### src/rtl/rsx_pkg.sv
package rsx_pkg;
    typedef enum logic [1:0] {
        ST_IDLE,
        ST_SETTLE,
        ST_LAUNCH,
        ST_WAIT_DONE
    } rsx_state_e;
endpackage

### src/rtl/rsx_settle_timer.sv
module rsx_settle_timer #(
    parameter int SETTLE_CYCLES = 4
) (
    input  logic clk,
    input  logic rst,
    input  logic load,
    output logic expired
);
    localparam int CW = $clog2(SETTLE_CYCLES + 1);

    logic [CW-1:0] cnt_q;

    always_ff @(posedge clk) begin
        if (rst) begin
            cnt_q <= '0;
        end else if (load) begin
            cnt_q <= CW'(SETTLE_CYCLES);
        end else if (cnt_q != '0) begin
            cnt_q <= cnt_q - 1'b1;
        end
    end

    assign expired = (cnt_q == '0);
endmodule

### src/rtl/rsx_sel_decode.sv
module rsx_sel_decode #(
    parameter int NUM_RANGES = 4,
    parameter int IDX_W      = 2
) (
    input  logic [IDX_W-1:0]      idx,
    output logic [NUM_RANGES-2:0] sel
);
    // quarter g drives select bit NUM_RANGES-1-g; quarter 0 drives none
    for (genvar g = 1; g < NUM_RANGES; g++) begin : g_sel
        assign sel[NUM_RANGES-1-g] = (idx == IDX_W'(g));
    end
endmodule

### src/rtl/rsx_result_reg.sv
module rsx_result_reg #(
    parameter int RES_W = 10
) (
    input  logic             clk,
    input  logic             rst,
    input  logic             store,
    input  logic [RES_W-1:0] data_in,
    output logic [RES_W-1:0] result,
    output logic             valid
);
    always_ff @(posedge clk) begin
        if (rst) begin
            result <= '0;
            valid  <= 1'b0;
        end else begin
            valid <= store;
            if (store) begin
                result <= data_in;
            end
        end
    end

    AST_VALID_PULSE: assert property (@(posedge clk) disable iff (rst)
        valid |=> !valid);
    AST_RESULT_HOLD: assert property (@(posedge clk) disable iff (rst)
        !valid |-> $stable(result));
endmodule

### src/rtl/adc_range_stepper.sv
module adc_range_stepper
    import rsx_pkg::*;
#(
    parameter int CODE_W        = 8,
    parameter int NUM_RANGES    = 4,
    parameter int SETTLE_CYCLES = 4
) (
    input  logic                                         clk,
    input  logic                                         rst,
    input  logic                                         start_req,
    output logic                                         busy,
    output logic                                         result_valid,
    output logic [CODE_W+$clog2(NUM_RANGES)-1:0]         result,
    output logic [NUM_RANGES-2:0]                        sel_o,
    output logic                                         adc_start,
    input  logic                                         adc_done,
    input  logic [CODE_W-1:0]                            adc_code
);
    localparam int IDX_W = $clog2(NUM_RANGES);
    localparam int RES_W = CODE_W + IDX_W;
    localparam int SEL_W = NUM_RANGES - 1;
    localparam int QW    = $clog2(SETTLE_CYCLES + 1);
    localparam logic [IDX_W-1:0]  LAST_IDX = IDX_W'(NUM_RANGES - 1);
    localparam logic [CODE_W-1:0] SAT_CODE = {CODE_W{1'b1}};

    rsx_state_e       state_q, state_d;
    logic [IDX_W-1:0] idx_q, idx_d;
    logic             timer_load;
    logic             timer_expired;
    logic             store;

    rsx_settle_timer #(.SETTLE_CYCLES(SETTLE_CYCLES)) u_timer (
        .clk     (clk),
        .rst     (rst),
        .load    (timer_load),
        .expired (timer_expired)
    );

    rsx_sel_decode #(.NUM_RANGES(NUM_RANGES), .IDX_W(IDX_W)) u_dec (
        .idx (idx_q),
        .sel (sel_o)
    );

    rsx_result_reg #(.RES_W(RES_W)) u_res (
        .clk     (clk),
        .rst     (rst),
        .store   (store),
        .data_in ({idx_q, adc_code}),
        .result  (result),
        .valid   (result_valid)
    );

    // state register
    always_ff @(posedge clk) begin
        if (rst) begin
            state_q <= ST_IDLE;
            idx_q   <= '0;
        end else begin
            state_q <= state_d;
            idx_q   <= idx_d;
        end
    end

    // next state
    always_comb begin
        state_d    = state_q;
        idx_d      = idx_q;
        timer_load = 1'b0;
        store      = 1'b0;
        unique case (state_q)
            ST_IDLE: begin
                if (start_req) begin
                    idx_d      = '0;
                    timer_load = 1'b1;
                    state_d    = ST_SETTLE;
                end
            end
            ST_SETTLE: begin
                if (timer_expired) begin
                    state_d = ST_LAUNCH;
                end
            end
            ST_LAUNCH: begin
                state_d = ST_WAIT_DONE;
            end
            ST_WAIT_DONE: begin
                if (adc_done) begin
                    if (adc_code == SAT_CODE && idx_q != LAST_IDX) begin
                        idx_d      = idx_q + 1'b1;
                        timer_load = 1'b1;
                        state_d    = ST_SETTLE;
                    end else begin
                        store   = 1'b1;
                        idx_d   = '0;
                        state_d = ST_IDLE;
                    end
                end
            end
            default: state_d = ST_IDLE;
        endcase
    end

    // outputs
    always_comb begin
        busy      = (state_q != ST_IDLE);
        adc_start = (state_q == ST_LAUNCH);
    end

    // cycles since the last select change, saturating; used by the checks
    logic [SEL_W-1:0] sel_prev_q;
    logic [QW-1:0]    quiet_q;
    always_ff @(posedge clk) begin
        if (rst) begin
            sel_prev_q <= '0;
            quiet_q    <= '0;
        end else begin
            sel_prev_q <= sel_o;
            if (sel_o != sel_prev_q) begin
                quiet_q <= '0;
            end else if (quiet_q != QW'(SETTLE_CYCLES)) begin
                quiet_q <= quiet_q + 1'b1;
            end
        end
    end

    AST_RESET_IDLE: assert property (@(posedge clk)
        $past(rst) |-> (!busy && !result_valid && sel_o == '0));
    AST_SEL_ONEHOT: assert property (@(posedge clk) disable iff (rst)
        $onehot0(sel_o));
    AST_STEP_ORDER: assert property (@(posedge clk) disable iff (rst)
        (busy && $past(busy) && sel_o != $past(sel_o)) |->
        (sel_o == (($past(sel_o) == '0) ? {1'b1, {(SEL_W-1){1'b0}}} : ($past(sel_o) >> 1))));
    AST_LAST_ACCEPT: assert property (@(posedge clk) disable iff (rst)
        (state_q == ST_WAIT_DONE && adc_done && idx_q == LAST_IDX) |=> result_valid);
    AST_START_PULSE: assert property (@(posedge clk) disable iff (rst)
        adc_start |=> !adc_start);
    AST_SETTLE_WAIT: assert property (@(posedge clk) disable iff (rst)
        adc_start |-> (quiet_q == QW'(SETTLE_CYCLES)));
    AST_BUSY_TO_VALID: assert property (@(posedge clk) disable iff (rst)
        $fell(busy) |-> result_valid);
    AST_IDLE_SEL_CLEAR: assert property (@(posedge clk) disable iff (rst)
        !busy |-> (sel_o == '0));
endmodule

### config.mk
export PLATFORM = sky130hd
export DESIGN_NAME = adc_range_stepper
export DESIGN_NICKNAME = d
export VERILOG_FILES = /design/src/rtl/rsx_pkg.sv /design/src/rtl/rsx_settle_timer.sv /design/src/rtl/rsx_sel_decode.sv /design/src/rtl/rsx_result_reg.sv /design/src/rtl/adc_range_stepper.sv
export SDC_FILE = /design/constraint.sdc
export NUM_CORES = 1
export LEC_CHECK = 0
export ABC_AREA = 1
export CAP_MARGIN = 30
export CORE_MARGIN = 3
export CORE_UTILIZATION = 55
export CTS_CLUSTER_DIAMETER = 30
export DETAILED_ROUTE_END_ITERATION = 6
export DONT_BUFFER_PORTS = 1
export PLACE_DENSITY = 0.68
export SETUP_SLACK_MARGIN = 0.3
export SYNTH_ARGS = -nofsm -noshare
export SYNTH_HDL_FRONTEND = slang
export SYNTH_SLANG_ARGS = --single-unit
### constraint.sdc
create_clock -name clk -period 1.58 [get_ports clk]
set_input_delay 0.474 -clock clk [delete_from_list [all_inputs] [get_ports clk]]
set_output_delay 0.474 -clock clk [all_outputs]
set_load 0.05 [all_outputs]
==> results of run 1 <==
cell families after synthesis:
group / count (synthesis)
simple gates: 73
buf+inv: 22
flops: 18
compound gates: 11
fa+ha+maj: 10
xor+xnor: 2
mux: 1
timing repair:
item	in CTS
setup buffers	16
gates cloned	1
gates resized for setup	89
setup endpoints to repair	28
pin swaps	30
Yosys cell counts:
master	number	area share (%)
buf_6	1	1.1
nor2_1	27	9.9
inv_1	18	6.6
inv_4	1	0.61
nand3b_1	7	5.1
clkbuf_1	1	0.37
a21oi_2	1	0.86
nand2_1	24	8.8
nand4_1	2	1.2
nand2_2	4	2.4
nand3_1	4	2.0
o21ai_0	4	2.0
nor2_4	1	1.1
nand2_4	2	2.2
xor2_1	2	1.7
mux2i_1	1	0.98
nor2_2	1	0.61
inv_2	1	0.37
nor3_4	1	1.6
a21oi_1	6	2.9
dfxtp_1	18	35
ha_1	10	12
per-stage QoR:
step	hold slack, ps	setup WS, ps	cell area [sq um]
2_1_floorplan	465.7	223.5	1047
3_3_place_gp	478.4	259.5	1100
3_5_place_dp	496.8	224.3	1100
4_1_cts	209.6	-28.77	1548
==> flow_summary.yaml, run 1 <==
logic_synthesis:
  syn_area_sq_mm: 0.001022
  synth_adder_area_share_pct: 12.24
  yosys.area_share.simple_pct: 35.01
  compound_cell_area_share_of_the_yosys_netlist_pct: 5.753
  synth_xor_area_share_pct: 1.714
  post_synth_num_cell_types: 22
  largest_family_of_logic_cells_by_synthesized_area: "simple AND/OR/NAND/NOR gates"
  postSynthCellCount: 137
  post_syn_nets: 159
  synth_warnings: 0
  postSynthAreaPerCell_sq_um: 7.462
  muxShareOfSynthArea_pct: 0.9792
  synth_seq_cells: 18
  sequential_fraction_of_the_synthesis_area_pct: 35.25
floorplan:
  initial_utilization_pct: 62.75
  num_rows: 14
  die_w_um: 49.11
  die_height_um: 49.11
  num_io_pins: 28
clock_network:
  clockRootBuffer: "clkbuf_4"
  total_cts_buffers: 3
  numClockSinks: 18
  clk_path_buf_depth: 2
  cts_hold_buf: 0
  htreeDepth: 1
place:
  io_buffer_count: 0
  dp.cells: 164
  hpwlAfterDp_um: 1519
  gpl.final_weighted_congestion: 0.7461
timing:
  worst_endpoint: "busy"
  worstEndpointType: "top-level output"
run_status:
  last_step_reached: "global routing (5_1_grt)"
  first-error: "[ERROR DPL-0038] Utilization greater than 100%, impossible to legalize"
  run_status: "did not finish"
global_route:
  largest_net_degree_at_the_start_of_global_routing: 14
==> inputs of run 2 (changes only) <==
--- a/config.mk
+++ b/config.mk
@@ -7,13 +7,11 @@
 export LEC_CHECK = 0
 export ABC_AREA = 1
 export CAP_MARGIN = 30
-export CORE_MARGIN = 3
-export CORE_UTILIZATION = 55
-export CTS_CLUSTER_DIAMETER = 30
+export CORE_AREA = 3 3 64 66
 export DETAILED_ROUTE_END_ITERATION = 6
+export DIE_AREA = 0 0 67 69
 export DONT_BUFFER_PORTS = 1
-export PLACE_DENSITY = 0.68
-export SETUP_SLACK_MARGIN = 0.3
+export PLACE_DENSITY_LB_ADDON = 0.15
 export SYNTH_ARGS = -nofsm -noshare
 export SYNTH_HDL_FRONTEND = slang
 export SYNTH_SLANG_ARGS = --single-unit
==> flow_summary.yaml, run 2 <==
clock_network:
  numClockSinks: 18
  total_cts_buffers: 3
  clockRootBuffer: "clkbuf_8"
  cts_tree: "done"
  cts_hold_buf: 0
  path_clk_slew_ps: 70
  htreeDepth: 1
  clk_path_buf_depth: 2
  clk-insertion-delay-late_ps: 250
hold_path:
  worstHoldPathType: "in2reg"
  whs_path_depth: 1
  hold_path.startpoint: "rst"
  hold-path-endpoint: "state_q[0]"
cells_and_area:
  final.fill_count: 402
  seqCellArea_sq_um: 367.9
  largest_registers_in_the_final_layout: "u_res.result: 10 flops, u_timer.cnt_q: 3 flops"
  most-common-layout-cells: "27 x nor2_1, 24 x nand2_1, 15 x inv_1"
  top_register: "u_res.result"
  multiInputGateArea_sq_um: 591.8
  design.final.nets: 169
  mostFrequentLayoutCell: "nor2_1"
  largest_reg_flops: 10
  layout.cells.non_filler: 193
  fraction_of_layout_instances_using_a_drive_strength_above_1_pct: 22.76
  antenna_cells_inserted: 0
  area_delta_synth_final_pct: 18.12
logic_synthesis:
  synth-edff-count: 0
  syn_area_sq_mm: 0.001022
  sequential_fraction_of_the_synthesis_area_pct: 35.25
  postSynthCellCount: 137
  largest_family_of_logic_cells_by_synthesized_area: "simple AND/OR/NAND/NOR gates"
  yosys.area_share.simple_pct: 35.01
  asyncSetResetFlopFracSynth_pct: 0
  yosys_most_used_dff: "dfxtp_1"
  synth_commonest_cells: "27 x nor2_1, 24 x nand2_1, 18 x dfxtp_1, 18 x inv_1, 10 x ha_1"
  compound_cell_area_share_of_the_yosys_netlist_pct: 5.753
  synth_top_cells_by_area: "dfxtp_1 35%, ha_1 12%, nor2_1 9.9%"
  post_syn_nets: 159
  muxShareOfSynthArea_pct: 0.9792
  synth_seq_cells: 18
  synth_xor_area_share_pct: 1.714
  yosys.area.top_type_share_pct: 35.25
  leading_cell_type_by_number_of_instances_after_synthesis: "nor2_1"
  synth_top_area_cell: "dfxtp_1"
  synth_adder_area_share_pct: 12.24
  synth_warnings: 0
  post_synth_num_cell_types: 22
  postSynthAreaPerCell_sq_um: 7.462
place:
  gpl.final_weighted_congestion: 0.7910
  dp.cells: 189
  hpwlAfterDp_um: 1725
  io_buffer_count: 0
floorplan:
  num_rows: 22
  design.die.area_sq_mm: 0.004623
  initial_utilization_pct: 28.13
  die_w_um: 67
  die_height_um: 69
  num_io_pins: 28
  coreArea_sq_mm: 0.003633
critical_path:
  reg2reg_setup_slack_ps: 170
  crit_path_start_kind: "flip-flop"
  r2r-start: "state_q[0]"
  timing.critical_path.required_ps: 1110
  worstSetupPathType: "reg2out"
  r2r-end: "u_timer.cnt_q[1]"
  timing.critical_path.to_type: "output pin"
  cp.arrival_ps: 1060
  ff2ff_path_depth: 9
  critical_path_peak_fanout: 4
power:
  report.power.total_uw: 1904
  p_leak_uw: 0.0005611
  power_density_mw_per_mm2: 1577
  ir_worst_vdd_mv: 1.003
drt:
  wl_met1_um: 917
  routed-wl-met3_um: 223
  met2_length_um: 1010
  via_count: 845
  highest_metal_layer_with_signal_wires: "met4"
  ant_nets: 0
  viasPerCell: 4.378
  detail_route.iter0.violations: 9
  first_pass_iters: 4
  postRouteWirelength_um: 2169
  routedWlPerCell_um: 11.24
  drcViolationCount: 0
timing:
  clock.fmax_ghz: 0.6500
  layout_min_cycle_time_ps: 1539
  timing.final.hold_violations: 0
  tightestPinTransition_ps: 528.8
  rsz0062_at_grt: "yes"
  max-slew-margin-rel_pct: 64.70
  fin_crit_sh_pct: 97.38
  fin_worst_skew_ps: 6.371
  final.hold.worst_slack_ps: 275.6
  slew_viol_final: 0
  report.final.setup_viol: 0
global_route:
  grt.total_usage_pct: 10.08
  largest_net_degree_at_the_start_of_global_routing: 14
  number_of_antenna_violations_at_the_first_check_in_global_routing: 0
  grt_remaining_overflow: 0
  grt_pass1_vias: 824
  grt_first_pass_wirelength_um: 3629
job:
  cap_violations: 0
run_status:
  run_status: "finished clean"
## run 2: metrics by stage
step,util (%),setup TNS [ps],area [sq um],setup slack [ps]
floorplan,-,0,1022,104.6
global placement,30.96,0,1125,150.9
detailed placement,30.96,0,1125,87.66
finish,33.23,0,1207,41.45
CTS,32.58,-8.224,1184,-8.224
global route,33.23,-1.107,1207,-1.107
## run 2: final cells by class
class	instances	area share (%)
multi-input combinational	97	49.02
sequential	18	30.47
inverter	20	6.425
timing repair buffer	7	5.699
tap	48	4.974
clock buffer	3	3.420
## run 2: kinds of logic after synthesis
family / count (synthesis)
fa+ha+maj: 10
mux: 1
simple gates: 73
flops: 18
buf+inv: 22
xor+xnor: 2
compound gates: 11
## run 2: layer usage
metal / up-vias / track usage [%]
met5: - / 0
met4: 0 / 4.054
met3: 2 / 3.909
met2: 27 / 15.61
met1: 376 / 12.28
li1: 440 / -
## run 2: what timing repair did
item | CTS | global route
setup buffers | 1 | 0
gates resized for setup | 6 | 8
setup endpoints to repair | 4 | 7
pin swaps | 0 | 1
## run 2: worst max-delay path, cell delays in order (launching register included)
cell     delay [ps]
dfxtp_2         360
inv_2            70
ha_4            170
inv_2            80
buf_12          140
## run 2: how the worst max path moves through the flow
stage | from | to | depth (start not counted)
after detailed placement | state_q[0] | idx_q[0] | 8
after floorplan | state_q[0] | idx_q[0] | 6
after global routing | state_q[1] | busy | 4
final | state_q[1] | busy | 4
after global placement | state_q[0] | busy | 4
after CTS | state_q[1] | busy | 4
## run 2: where the power goes
group	switching [uW]	internal, uW	total (uW)
Clock	146	169	315
Sequential	135	546	681
Combinational	538	370	908
Total	819	1090	1900
No activity file was read; power rests on OpenSTA's default activity.
==> inputs of run 3 (changes only) <==
--- a/config.mk
+++ b/config.mk
@@ -11,7 +11,7 @@
 export DETAILED_ROUTE_END_ITERATION = 6
 export DIE_AREA = 0 0 67 69
 export DONT_BUFFER_PORTS = 1
-export PLACE_DENSITY_LB_ADDON = 0.15
+export PLACE_DENSITY = 0.42
 export SYNTH_ARGS = -nofsm -noshare
 export SYNTH_HDL_FRONTEND = slang
 export SYNTH_SLANG_ARGS = --single-unit
==> flow_summary.yaml, run 3 (same netlist as run 2, synthesis figures left out) <==
drt:
  viasPerCell: 4.313
  wl_met1_um: 951
  highest_metal_layer_with_signal_wires: "met4"
  met2_length_um: 1059
  drcViolationCount: 0
  detail_route.iter0.violations: 25
  via_count: 841
  routed-wl-met3_um: 255
  postRouteWirelength_um: 2296
  ant_nets: 0
  first_pass_iters: 4
  routedWlPerCell_um: 11.77
timing:
  rsz0062_at_grt: "yes"
  clock.fmax_ghz: 0.6574
  slew_viol_final: 0
  report.final.setup_viol: 0
  tns_ps: 0
  timing.final.hold_violations: 0
  layout_min_cycle_time_ps: 1521
  max-slew-margin-rel_pct: 64.41
  final.hold.worst_slack_ps: 271.6
  fin_worst_skew_ps: 2.590
  tightestPinTransition_ps: 533.1
  fin_crit_sh_pct: 96.28
place:
  io_buffer_count: 0
  dp.cells: 189
  gpl.final_weighted_congestion: 0.7306
  hpwlAfterDp_um: 1761
cells_and_area:
  most-common-layout-cells: "27 x nor2_1, 24 x nand2_1, 16 x inv_1"
  largest_registers_in_the_final_layout: "u_res.result: 10 flops, u_timer.cnt_q: 3 flops"
  area_delta_synth_final_pct: 20.20
  fraction_of_layout_instances_using_a_drive_strength_above_1_pct: 22.45
  largest_reg_flops: 10
  layout.core_utilization_pct: 33.82
  top_register: "u_res.result"
  mostFrequentLayoutCell: "nor2_1"
  antenna_cells_inserted: 0
  design.final.nets: 170
  layout.cells.non_filler: 195
floorplan:
  num_io_pins: 28
  die_w_um: 67
  initial_utilization_pct: 28.13
  die_height_um: 69
  coreArea_sq_mm: 0.003633
  design.die.area_sq_mm: 0.004623
  num_rows: 22
job:
  cap_violations: 0
critical_path:
  crit_path_start_kind: "flip-flop"
  worstPathBufferInverterCount: 2
  reg2reg_setup_slack_ps: 100
  worst_path_largest_cell_delay_ps: 320
  timing.critical_path.to_type: "output pin"
  worstPathCellList: "inv_1, ha_1, buf_6"
  worstSetupPathType: "reg2out"
  cp.arrival_ps: 1050
  path_delay_family: "flip-flops"
  timing.critical_path.required_ps: 1110
  critical_path_peak_fanout: 3
  crit_path_top_delay_cell: "dfxtp_2"
power:
  netsw_uw: 838.7
  clock_power_share_pct: 19.1
  power_density_mw_per_mm2: 1626
  swShare_pct: 41.99
  share_seq_of_total_power_pct: 33.9
  p_leak_uw: 0.0005734
  power_report.internal_total_uw: 1159
  combPwrFrac_pct: 47.0
  ir_worst_vdd_mv: 0.7738
  report.power.total_uw: 1997
clock_network:
  clockRootBuffer: "clkbuf_8"
  path_clk_slew_ps: 70
  htreeDepth: 1
  numClockSinks: 18
  clk-insertion-delay-late_ps: 250
  cts_hold_buf: 0
  total_cts_buffers: 3
  cts_tree: "done"
  clk_path_buf_depth: 2
hold_path:
  worstHoldPathType: "in2reg"
global_route:
  grt.total_usage_pct: 10.16
  number_of_antenna_violations_at_the_first_check_in_global_routing: 0
  grt_remaining_overflow: 0
  grt_first_pass_wirelength_um: 3615
  largest_net_degree_at_the_start_of_global_routing: 14
  grt_pass1_vias: 851
run_status:
  run_status: "finished clean"
==> run 3: layout make-up <==
cell class              count  area [sq um]
inverters                  20         77.57
flip-flops and latches     18         367.9
well taps                  48         60.06
repair buffers              8         80.08
fillers                   408          2405
multi-input cells          97         588.1
clock buffers               4         55.05
==> run 3: power by group through the flow <==
stage                     sequential [uW]  combinational (uW)  clock [uW]
after floorplan                       680                 630           0
after global placement                689                 808           0
after detailed placement              695                 825           0
after CTS                             682                 865         398
after global routing                  692                1050         413
final                                 678                 938         382
==> run 3: path summary, 6_finish.rpt <==
check	cells after the start	from	endpoint
max	3	state_q[0]	adc_start
min	1	rst	u_timer.cnt_q[2]
max reg2reg	7	state_q[0]	state_q[0]
min reg2reg	2	idx_q[1]	idx_q[1]
==> run 3: stage by stage <==
| stage | worst slack, ps | area (sq um) |
|---|---|---|
| finish | 58.81 | 1229 |
| detailed placement | 97.40 | 1125 |
| floorplan | 104.6 | 1022 |
| global route | -5.979 | 1229 |
| global placement | 127.8 | 1125 |
| CTS | -4.578 | 1194 |
==> run 3: timing repair <==
item                       in CTS  in global routing
resized for setup               5                  8
buffers inserted                1                  1
pin swaps                       0                  1
setup endpoints to repair       4                  5
gates cloned                    0                  0
==> run 3: layer usage <==
| layer | GRT usage [%] | up-vias |
|---|---|---|
| met1 | 11.12 | 364 |
| met2 | 16.59 | 30 |
| met5 | 0 | - |
| li1 | - | 443 |
| met4 | 4.505 | 0 |
| met3 | 4.397 | 4 |
